## src/rtl/sha512_msched_s0.sv

```systemverilog
module sha512_msched_s0 #(
  parameter int LANE = 64,
  parameter int ROT_A = 1,
  parameter int ROT_B = 8,
  parameter int SHR = 7,
  parameter logic [21:0] OPC_HI = 22'h33B020
) (
  input  logic              clk,
  input  logic              rst,
  input  logic              in_valid,
  input  logic              feat_en,
  input  logic [31:0]       instr,
  input  logic [2*LANE-1:0] dst_val,
  input  logic [2*LANE-1:0] src_val,
  output logic              res_valid,
  output logic              res_undef,
  output logic [2*LANE-1:0] res_data,
  output logic [4:0]        res_rn,
  output logic [4:0]        res_rd
);
  localparam int VW = 2 * LANE;

  function automatic logic [LANE-1:0] sig0(input logic [LANE-1:0] x);
    return ((x >> ROT_A) | (x << (LANE - ROT_A))) ^
           ((x >> ROT_B) | (x << (LANE - ROT_B))) ^
           (x >> SHR);
  endfunction

  logic            hit, accept, reject;
  logic [LANE-1:0] lo_new, hi_new;

  assign hit    = (instr[31:10] == OPC_HI);
  assign accept = in_valid && feat_en && hit;
  assign reject = in_valid && !(feat_en && hit);
  assign lo_new = dst_val[LANE-1:0] + sig0(dst_val[VW-1:LANE]);
  assign hi_new = dst_val[VW-1:LANE] + sig0(src_val[LANE-1:0]);

  always_ff @(posedge clk) begin
    if (rst) begin
      res_valid <= 1'b0;
      res_undef <= 1'b0;
      res_data  <= '0;
      res_rn    <= '0;
      res_rd    <= '0;
    end else begin
      res_valid <= accept;
      res_undef <= reject;
      if (accept) begin
        res_data <= {hi_new, lo_new};
        res_rn   <= instr[9:5];
        res_rd   <= instr[4:0];
      end
    end
  end

  assert_flags_excl_R9: assert property (@(posedge clk) disable iff (rst)
    !(res_valid && res_undef));
  assert_valid_needs_feat_R6: assert property (@(posedge clk) disable iff (rst)
    res_valid |-> ($past(in_valid) && $past(feat_en)));
  assert_valid_needs_match_R4: assert property (@(posedge clk) disable iff (rst)
    res_valid |-> ($past(instr[31:10]) == OPC_HI));
  assert_idx_from_word_R5: assert property (@(posedge clk) disable iff (rst)
    res_valid |-> (res_rd == $past(instr[4:0]) && res_rn == $past(instr[9:5])));
  assert_hold_when_idle_R7: assert property (@(posedge clk) disable iff (rst)
    !res_valid |-> ($stable(res_data) && $stable(res_rd) && $stable(res_rn)));
  assert_undef_needs_input_R7: assert property (@(posedge clk) disable iff (rst)
    res_undef |-> $past(in_valid));
endmodule

```

## config.mk

```make
export PLATFORM = sky130hd
export DESIGN_NAME = sha512_msched_s0
export DESIGN_NICKNAME = d
export VERILOG_FILES = /design/src/rtl/sha512_msched_s0.sv
export SDC_FILE = /design/constraint.sdc
export NUM_CORES = 1
export LEC_CHECK = 0
export ABC_AREA = 1
export BUFFER_PORTS_ARGS = -buffer_cell sky130_fd_sc_hd__buf_2
export CORE_ASPECT_RATIO = 0.7
export CORE_MARGIN = 4
export CORE_UTILIZATION = 58
export CTS_CLUSTER_DIAMETER = 150
export DETAILED_ROUTE_END_ITERATION = 6
export MAX_ROUTING_LAYER = met4
export PLACE_DENSITY = 0.85
export SLEW_MARGIN = 20
export SYNTH_ARGS = -nofsm -noshare
export SYNTH_HDL_FRONTEND = slang
export SYNTH_SLANG_ARGS = --single-unit
```

## constraint.sdc

```tcl
create_clock -name clk -period 5.7 [get_ports clk]
set_input_delay 0.57 -clock clk [delete_from_list [all_inputs] [get_ports clk]]
set_output_delay 0.57 -clock clk [all_outputs]
set_load 0.02 [all_outputs]
```

==> results.cfg, run 1 <==
[outcome]
status = finished clean

[die]
rows = 55
core_mm2 = 0.0325
start_util_pct = 59.2
num_io_pins = 432
die_h_um = 160
die_w_um = 226
dieArea_mm2 = 0.0362

[global_routing]
grt_max_degree = 77
grt-ovfl-total = 0
grt_first_pass_wirelength_um = 111000
grt_pass1_vias = 20200
antenna_found_initial = 5
track_usage_pct = 40.7

[power]
leakage_uw = 0.0144
p_clk_share_pct = 24.7
p_int_uw = 2580
p_sw_uw = 2450
ir_worst_vdd_mv = 0.199
power_frac_seq_pct = 19.4
power.density_mw_per_mm2 = 228
p_sw_share_pct = 48.7
pwr-share-comb_pct = 55.8

[sta]
slew_violations = 0
hold_violations = 0
slew_headroom_pct = 35.5
grt_setup_unrepaired = false
holdWs_ps = 344
period_minus_slack_ps = 3220
max_freq_ghz = 0.310
tns_ps = 0
tightest_slew_ps = 967
clock_skew_ps = 0
period_share_pct = 56.5
setup_viol = 0

[clock_network]
cts.path.max_buffers = 2
cts.sinks = 140
clk-insertion-delay-late_ps = 470
cts_resized = 0
htreeDepth = 4
cts_buffers = 17
cts-root-buf = clkbuf_16
cts_setup_buffers = 0
cts.clk_slew.worst_paths_ps = 80
holdBufCountCts = 0
cts_tree = done

[synth]
synth_compound_area_share_pct = 6.04
syn_nets = 4028
ys.flop_type = dfxtp_1
synth-seq-area-share_pct = 14.6
ys_types = 28
avgSynthCellArea_um2 = 5.35
synth_fa_ha_area_share_pct = 9.19
synthXorXnorAreaFrac_pct = 13.8
synth_edf_count = 0
synth_mux_area_share_pct = 0
ys_ff_latch = 140
synth_top_family_by_area = simple AND/OR/NAND/NOR gates
async_flop_share_pct = 0
syn_area_mm2 = 0.0192
ys_warn_count = 0
synth_cells = 3596
yosys.area_share.simple_pct = 39.1

[finish]
area_growth_pct = 14.9
fillers = 3277
seq_area_mm2 = 0.00280
multi_input_area_mm2 = 0.0131
nets = 4377
drive_gt1_share_pct = 10.4
fin_util_pct = 68.0

[route]
wl_um = 74400
vias = 22700
final_antenna_net_count = 0
first_iter_violations = 2815
via_per_inst = 5.17
dr.pass1.iters = 6
wl_per_cell_um = 16.9
drc = 0

[min_path]
hp-start = instr[0]
hp-class = in2reg
hold-path-endpoint = res_rd[0]$_SDFFE_PP0P_
hold_path_depth = 3

[place]
gp_congestion = 1.10
dp_hpwl_um = 62700
portBuffers = 367

[worst_setup_path]
crit_path_top_delay_cell = ha_1
critical_path_required_ps = 6070
ff2ff_setup_slack_ps = 4950
reg2regPathDepth = 2
start_kind = input port
crit_arrival_ps = 3600
timing.rr.end = res_data[91]$_SDFFE_PP0P_
crit_chain = buf_2, xnor2_1, xor2_1, inv_1, ha_1, nand2_1, nor2_1, nand3_1, nand2_1, nand2_1, nand2_1, nand2_1, nand2_1, nand2_1, nand3_1, nand3_1, nand2_1, inv_1
end_kind = register
r2r_start = res_data[91]$_SDFFE_PP0P_
critPathKind = in2reg
path_max_fanout = 5
cp_num_buf_inv = 3
critical_path.top_delay_family = simple AND/OR/NAND/NOR gates
cp.depth = 18
worst_path_most_repeated_cell = nand2_1
slowest_delay_ps = 400

[run]
drv_cap = 0
-- power by group through the flow --
stage                     Sequential, uW  Clock (uW)  Combinational [uW]
after detailed placement            1000           0                2690
after global routing                 978        1280                3090
final                                978        1240                2810
after floorplan                     1000           0                1880
after CTS                            978        1240                2710
after global placement              1000           0                2670
-- cells in the mapped netlist, types with 15 or more instances --
library cell	number	area, um^2
a21oi_1	125	626
nand3_1	162	811
xnor2_1	145	1270
inv_1	834	3130
xor2_1	159	1390
nand2_1	1372	5150
nand4_1	23	144
o21ai_0	89	445
dfxtp_1	140	2800
buf_2	15	75.1
ha_1	138	1730
clkbuf_1	26	97.6
nor3_1	32	160
nor2_1	300	1130
-- flip-flops by register name, indices dropped and copies added, names as in the netlist --
register,cells
res_rn,5
res_undef,1
res_rd,5
res_data,128
res_valid,1
-- how the worst max path moves through the flow --
| stage | from | to | slack, ps |
|---|---|---|---|
| 2_1_floorplan | dst_val[72] | res_data[44]$_SDFFE_PP0P_ | 3090 |
| 3_3_place_gp | instr[19] | res_data[20]$_SDFFE_PP0P_ | 2190 |
| 3_5_place_dp | instr[19] | res_data[83]$_SDFFE_PP0P_ | 2130 |
| 4_1_cts | instr[19] | res_data[83]$_SDFFE_PP0P_ | 2630 |
| 5_1_grt | src_val[11] | res_data[111]$_SDFFE_PP0P_ | 2320 |
| 6_report | src_val[11] | res_data[111]$_SDFFE_PP0P_ | 2480 |
-- worst min-delay path, stage by stage --
cell	delay, ps
buf_2	70
o21ai_0	70
nor2_1	80
-- per-stage QoR --
stage	cell area (um^2)	setup slack [ps]	cells	total power [uW]
after floorplan	19200	3090	3596	2880
after global placement	21500	2190	4353	3670
after detailed placement	21500	2130	4353	3690
after CTS	22100	2630	4385	4930
after global routing	22100	2320	4390	5340
final	22100	2480	4391	5030
-- per-layer routing --
layer  vias to the layer above  track usage [%]  routed length (um)
li1                      11300                -                   -
met1                     10100             55.6               32400
met2                      1103             59.3               30700
met3                       156             6.71                7770
met4                         0             17.5                3580
met5                         -                -                   0
-- cells in the final DEF, fill, tap and decap left out --
master,synthesis,layout
nand2_1,1372,1372
xnor2_1,145,145
o211ai_1,8,8
nand4_1,23,23
bufinv_16,0,3
nor4_1,9,9
a21oi_1,125,125
nand2_2,1,1
inv_8,0,1
clkinvlp_4,0,4
or2_2,3,3
inv_1,834,833
buf_4,1,6
inv_6,0,4
nor2_1,300,300
and2_1,2,2
fa_1,2,2
and3_1,1,1
xor2_1,159,159
ha_1,138,138
o21ai_0,89,89
clkbuf_16,0,17
or2_0,1,1
nor2_4,1,1
o21bai_1,4,4
nand3_1,162,162
buf_2,15,367
clkinv_2,0,3
dfxtp_1,140,140
nor3_1,32,32
nand3b_1,1,1
diode_2,0,6
inv_4,0,1
clkinv_4,0,1
-- layout make-up --
type / count / share of cell area (%)
inverter: 835 / 14.2
sequential: 140 / 12.7
clock buffer: 17 / 1.93
multi-input combinational: 2578 / 59.3
clock inverter: 15 / 0.838
tap: 427 / 2.42
timing repair buffer: 373 / 8.52
antenna: 6 / 0.0680
-- cell families after synthesis --
kind of cell               after synthesis
and+or+nand+nor                       1908
adders and majority gates              140
buffers and inverters                  878
DFF                                    140
AOI/OAI and AO/OA                      226
xor gates and xnor gates               304
Power figures use the tool's default switching activity.
==> run 2, diff against run 1 <==
--- a/config.mk
+++ b/config.mk
@@ -5,15 +5,15 @@
 export SDC_FILE = /design/constraint.sdc
 export NUM_CORES = 1
 export LEC_CHECK = 0
-export ABC_AREA = 1
+export ABC_AREA = 0
 export BUFFER_PORTS_ARGS = -buffer_cell sky130_fd_sc_hd__buf_2
 export CORE_ASPECT_RATIO = 0.7
 export CORE_MARGIN = 4
-export CORE_UTILIZATION = 58
+export CORE_UTILIZATION = 48
 export CTS_CLUSTER_DIAMETER = 150
 export DETAILED_ROUTE_END_ITERATION = 6
 export MAX_ROUTING_LAYER = met4
-export PLACE_DENSITY = 0.85
+export PLACE_DENSITY = 0.78
 export SLEW_MARGIN = 20
 export SYNTH_ARGS = -nofsm -noshare
 export SYNTH_HDL_FRONTEND = slang
==> constraint.sdc (replaced) <==
create_clock -name clk -period 2.85 [get_ports clk]
set_input_delay 0.285 -clock clk [delete_from_list [all_inputs] [get_ports clk]]
set_output_delay 0.285 -clock clk [all_outputs]
set_load 0.02 [all_outputs]
==> results.cfg, run 2 <==
[outcome]
status = complete, but fails checks
violations = negative setup slack

[synth]
synth.area.top_cells = dfxtp_1, xnor2_1, ha_1
synth_cells = 1900
synth_top_area_share_pct = 19.7
yosysMostFrequentCell = nand2_1
syn_area_mm2 = 0.0143
synth_common_cells = nand2_1, xnor2_1, a21oi_1, dfxtp_1, ha_1
synth-seq-area-share_pct = 19.7
syn_nets = 2332
ys_types = 73
async_flop_share_pct = 0
ys.flop_type = dfxtp_1
ys_warn_count = 0
avgSynthCellArea_um2 = 7.50
ys_ff_latch = 140
synth.largest_area_cell = dfxtp_1
synth_edf_count = 0

[global_routing]
track_usage_pct = 37.8
grt_max_degree = 64
grt_first_pass_wirelength_um = 95700
antenna_found_initial = 1
grt_pass1_vias = 17200
grt-ovfl-total = 0

[finish]
largest_reg_flops = 128
layout_commonest_cell = buf_4
fillers = 1989
seq_area_mm2 = 0.00280
drive_gt1_share_pct = 43.8
max_flop_register = res_data
nets = 3214
area_growth_pct = 62.6
multi_input_area_mm2 = 0.0128
mostFrequentLayoutCells = buf_4, buf_2, nand2_1, xnor2_1, a21oi_1
fin_util_pct = 79.7
reg.largest.list = res_data x128, res_rd x5, res_rn x5

[clock_network]
cts.path.max_buffers = 2
cts-root-buf = clkbuf_16
clk-insertion-delay-late_ps = 450
cts.sinks = 140
htreeDepth = 4
cts.clk_slew.worst_paths_ps = 70
cts_buffers = 17
cts_tree = done

[worst_setup_path]
critical_path_required_ps = 3200
crit_arrival_ps = 3430
crit_chain = buf_8, xnor2_4, xnor2_2, ha_2, inv_2, fa_2, nand2b_4, a21oi_4, o2111ai_2, a211oi_2, o211ai_1, and2_1, o31a_1, o31ai_2, xnor2_1, o21ai_1
start_kind = input port
end_kind = register
slowest_delay_ps = 360
critPathKind = in2reg
path_max_fanout = 4
crit_path_top_delay_cell = fa_2

[route]
final_antenna_net_count = 0
via_per_inst = 5.95
dr.pass1.iters = 6
drc = 0
wl_um = 68600
vias = 18900
wl_per_cell_um = 21.6
first_iter_violations = 2000

[die]
dieArea_mm2 = 0.0326
die_h_um = 152
num_io_pins = 432
rows = 52
core_mm2 = 0.0291
start_util_pct = 49.0
die_w_um = 214

[sta]
tightest_slew_ps = 953
period_share_pct = 108
final.setup.worst_slack_ps = -232
tns_ps = -2060
grt_setup_unrepaired = true
period_minus_slack_ps = 3080
setup_viol = 28
clock_skew_ps = 0
slew_violations = 0
slew_headroom_pct = 36.3
hold_violations = 0
max_freq_ghz = 0.324

[place]
dp_hpwl_um = 52300
dp_slack_ps = -810
gp_congestion = 1.04
portBuffers = 367

[power]
leakage_uw = 0.0107
power.density_mw_per_mm2 = 503
ir_worst_vdd_mv = 0.439

[run]
drv_cap = 0

[min_path]
hp-class = in2reg
==> run 2: final cells by class <==
| cell class | count | share of cell area, % |
|---|---|---|
| clock buffer | 19 | 1.95 |
| multi-input combinational | 1648 | 55.3 |
| tap | 378 | 2.04 |
| timing repair buffer | 935 | 27.3 |
| clock inverter | 13 | 0.669 |
| inverter | 40 | 0.648 |
| antenna | 1 | 0.0108 |
| sequential | 140 | 12.1 |
==> run 2: logic make-up after synthesis <==
logic type               count (synthesis)  synth area share (%)
buffers and inverters                  112                  3.05
flip-flops                             140                  19.7
adder cells (fa/ha/maj)                140                  12.4
AND/OR/NAND/NOR                        566                  18.0
XOR/XNOR                               350                  21.5
multiplexers                             1                0.0702
AO/OA/AOI/OAI                          591                  25.4
==> run 2: routing by layer <==
layer / up-vias / global-route usage, % / wire length, um
li1: 8520 / - / -
met1: 8919 / 52.5 / 28400
met2: 1184 / 56.2 / 29600
met3: 261 / 6.52 / 7340
met4: 0 / 11.9 / 3210
met5: - / - / 0
==> run 2: worst paths after layout <==
kind                             startpoint                   endpoint  slack (ps)  depth (start not counted)
hold / removal                     instr[0]     res_rd[0]$_SDFFE_PP0P_          60                          3
setup / recovery                dst_val[71]  res_data[50]$_SDFFE_PP0P_        -230                         16
hold reg to reg   res_data[37]$_SDFFE_PP0P_  res_data[37]$_SDFFE_PP0P_         450                          2
setup reg to reg  res_data[63]$_SDFFE_PP0P_  res_data[63]$_SDFFE_PP0P_        1970                          3
==> run 2: power breakdown <==
group,total (uW),internal (uW),switching [uW]
Combinational,7270,3570,3700
Clock,2420,1360,1070
Sequential,1960,1960,0.161
==> run 2: critical path, delay by kind of cell <==
kind	cells	cell delay (ps)
fa+ha+maj	2	570
xor+xnor	3	500
compound gates	7	1510
simple gates	2	400
buf+inv	2	150
==> run 2: stage by stage <==
step / cells / cell area (um^2) / hold WS (ps) / power, uW
final: 3174 / 23200 / 60.8 / 11700
after global routing: 3174 / 23200 / 55.8 / 12200
after CTS: 3134 / 21400 / 48.4 / 10600
after detailed placement: 3092 / 20400 / 439 / 8050
after global placement: 3092 / 20400 / 434 / 7960
after floorplan: 1900 / 14500 / 421 / 5270
==> run 2: what timing repair did <==
action,4_1_cts,5_1_grt
gates resized for setup,55,320
endpoints found under the setup margin,45,63
buffers inserted,10,46
pin swaps,35,131
hold buffers,0,0
==> run 3, diff against run 2 <==
--- a/config.mk
+++ b/config.mk
@@ -14,6 +14,7 @@
 export DETAILED_ROUTE_END_ITERATION = 6
 export MAX_ROUTING_LAYER = met4
 export PLACE_DENSITY = 0.78
+export REMOVE_ABC_BUFFERS = 1
 export SLEW_MARGIN = 20
 export SYNTH_ARGS = -nofsm -noshare
 export SYNTH_HDL_FRONTEND = slang
==> results.cfg, run 3 (synthesis gave the netlist of run 2 again) <==
[outcome]
status = complete, but fails checks
violations = design-rule violations, negative setup slack

[die]
die_h_um = 152
die_w_um = 214
rows = 52
core_mm2 = 0.0291
num_io_pins = 432
dieArea_mm2 = 0.0326
start_util_pct = 49.0

[finish]
max_flop_register = res_data
drive_gt1_share_pct = 44.2
layout_commonest_cell = buf_4
area_growth_pct = 65.0
largest_reg_flops = 128
fillers = 1900
mostFrequentLayoutCells = buf_4, buf_2, nand2_1, xnor2_1, a21oi_1
reg.largest.list = res_data x128, res_rd x5, res_rn x5
final_area_mm2 = 0.0235
nets = 3228

[sta]
final.setup.worst_slack_ps = -282
hold_violations = 0
tns_ps = -3330
tightest_slew_ps = 1060
clock_skew_ps = 0
period_share_pct = 110
slew_headroom_pct = 29.3
max_freq_ghz = 0.319
grt_setup_unrepaired = true
slew_violations = 0
period_minus_slack_ps = 3130
setup_viol = 36

[power]
p_sw_uw = 4820
ir_worst_vdd_mv = 0.460
p_clk_share_pct = 22.1
power_frac_seq_pct = 16.3
power.density_mw_per_mm2 = 510
p_sw_share_pct = 40.3
p_int_uw = 7160
pwr-share-comb_pct = 61.5
leakage_uw = 0.0108

[worst_setup_path]
crit_arrival_ps = 3500
crit_chain = buf_8, xnor2_2, xnor2_2, ha_2, inv_2, fa_2, nand2b_4, a21oi_4, o2111ai_4, a211oi_2, o211ai_1, a2111oi_2, nor2_2, a21boi_2, o21ai_1, a32o_1
path_max_fanout = 4
critical_path_required_ps = 3220
slowest_delay_ps = 450
crit_path_top_delay_cell = a2111oi_2
worst_path_most_repeated_cell = xnor2_2
end_kind = register
critPathKind = in2reg
start_kind = input port

[clock_network]
clk-insertion-delay-late_ps = 460
cts-root-buf = clkbuf_16
cts_buffers = 17
cts.path.max_buffers = 2
htreeDepth = 4
cts.clk_slew.worst_paths_ps = 80
cts_tree = done
holdBufCountCts = 0
cts.sinks = 140

[run]
drv_cap = 0

[route]
drc = 1
final_antenna_net_count = 0
first_iter_violations = 2046
wl_per_cell_um = 21.6
via_per_inst = 5.87
dr.pass1.iters = 7
vias = 18700
wl_um = 68900

[global_routing]
track_usage_pct = 38.5
grt_max_degree = 71
grt_pass1_vias = 17900
grt-ovfl-total = 0
antenna_found_initial = 2
grt_first_pass_wirelength_um = 97700

[place]
dp_hpwl_um = 51800
dpl_cell_area_mm2 = 0.0204
gp_congestion = 1.02
portBuffers = 367

[min_path]
hp-class = in2reg
[run 3: cell count changes in the layout (fill, tap and decap cells not counted), sizes merged]
cell / delta
buf: +15
bufinv: +3
clkbuf: -2
clkinvlp: -2
diode: +1
[run 3: worst paths after layout]
check / start / endpoint / slack, ps / cells past startpoint
max: dst_val[72] / res_data[58]$_SDFFE_PP0P_ / -280 / 16
min: instr[6] / res_rn[1]$_SDFFE_PP0P_ / 50 / 3
max reg2reg: res_data[63]$_SDFFE_PP0P_ / res_data[63]$_SDFFE_PP0P_ / 1940 / 3
min reg2reg: res_data[40]$_SDFFE_PP0P_ / res_data[40]$_SDFFE_PP0P_ / 450 / 2
[run 3: power by group through the flow]
| stage | registers [uW] | logic (uW) | clock network [uW] |
|---|---|---|---|
| 2_1_floorplan | 2000 | 3160 | 0 |
| 3_3_place_gp | 2000 | 5890 | 0 |
| 6_report | 1960 | 7380 | 2650 |
| 5_1_grt | 1960 | 7790 | 2760 |
| 4_1_cts | 1960 | 6400 | 2650 |
| 3_5_place_dp | 2000 | 5980 | 0 |
[run 3: routing by layer]
layer | GRT usage [%] | vias up | share of wire [%]
li1 | - | 8533 | -
met2 | 59.5 | 1137 | 45
met4 | 12.1 | 0 | 3.7
met3 | 8.07 | 211 | 11
met5 | - | - | 0
met1 | 50.9 | 8847 | 40
[run 3: final cells by class]
cell class              instances  area [um^2]  share of cell area [%]
flip-flops and latches        140         2800                    11.9
repair buffers                949         6590                    28.0
inverters                      40          150                   0.638
well taps                     378          473                    2.01
multi-input cells            1648        12800                    54.5
clock buffers                  18          439                    1.87
diodes                          2         5.00                  0.0213
clock inverters                14          230                   0.979
[run 3: timing repair]
| item | 4_1_cts | 5_1_grt |
|---|---|---|
| gates resized for setup | 174 | 275 |
| pin swaps | 83 | 175 |
| setup buffers | 17 | 39 |
| setup endpoints to repair | 66 | 64 |
| hold endpoints to repair | 0 | 0 |
[run 3: worst max-delay path: cells and delay by family]
family / cells / cell delay, ps
buffers and inverters: 2 / 140
and+or+nand+nor: 2 / 320
AOI/OAI and AO/OA: 8 / 1780
xor gates and xnor gates: 2 / 340
adders and majority gates: 2 / 600
[run 3: per-stage QoR]
stage / util, % / std cells / hold slack, ps / worst slack, ps / total power [uW]
after floorplan: - / 1828 / 354 / -1600 / 5160
after global placement: 70.0 / 3105 / 432 / -1120 / 7890
after detailed placement: 70.0 / 3105 / 439 / -1210 / 7980
after CTS: 75.4 / 3152 / 47.3 / -243 / 11000
after global routing: 80.9 / 3189 / 48.0 / -365 / 12500
final: 80.9 / 3189 / 53.7 / -282 / 12000
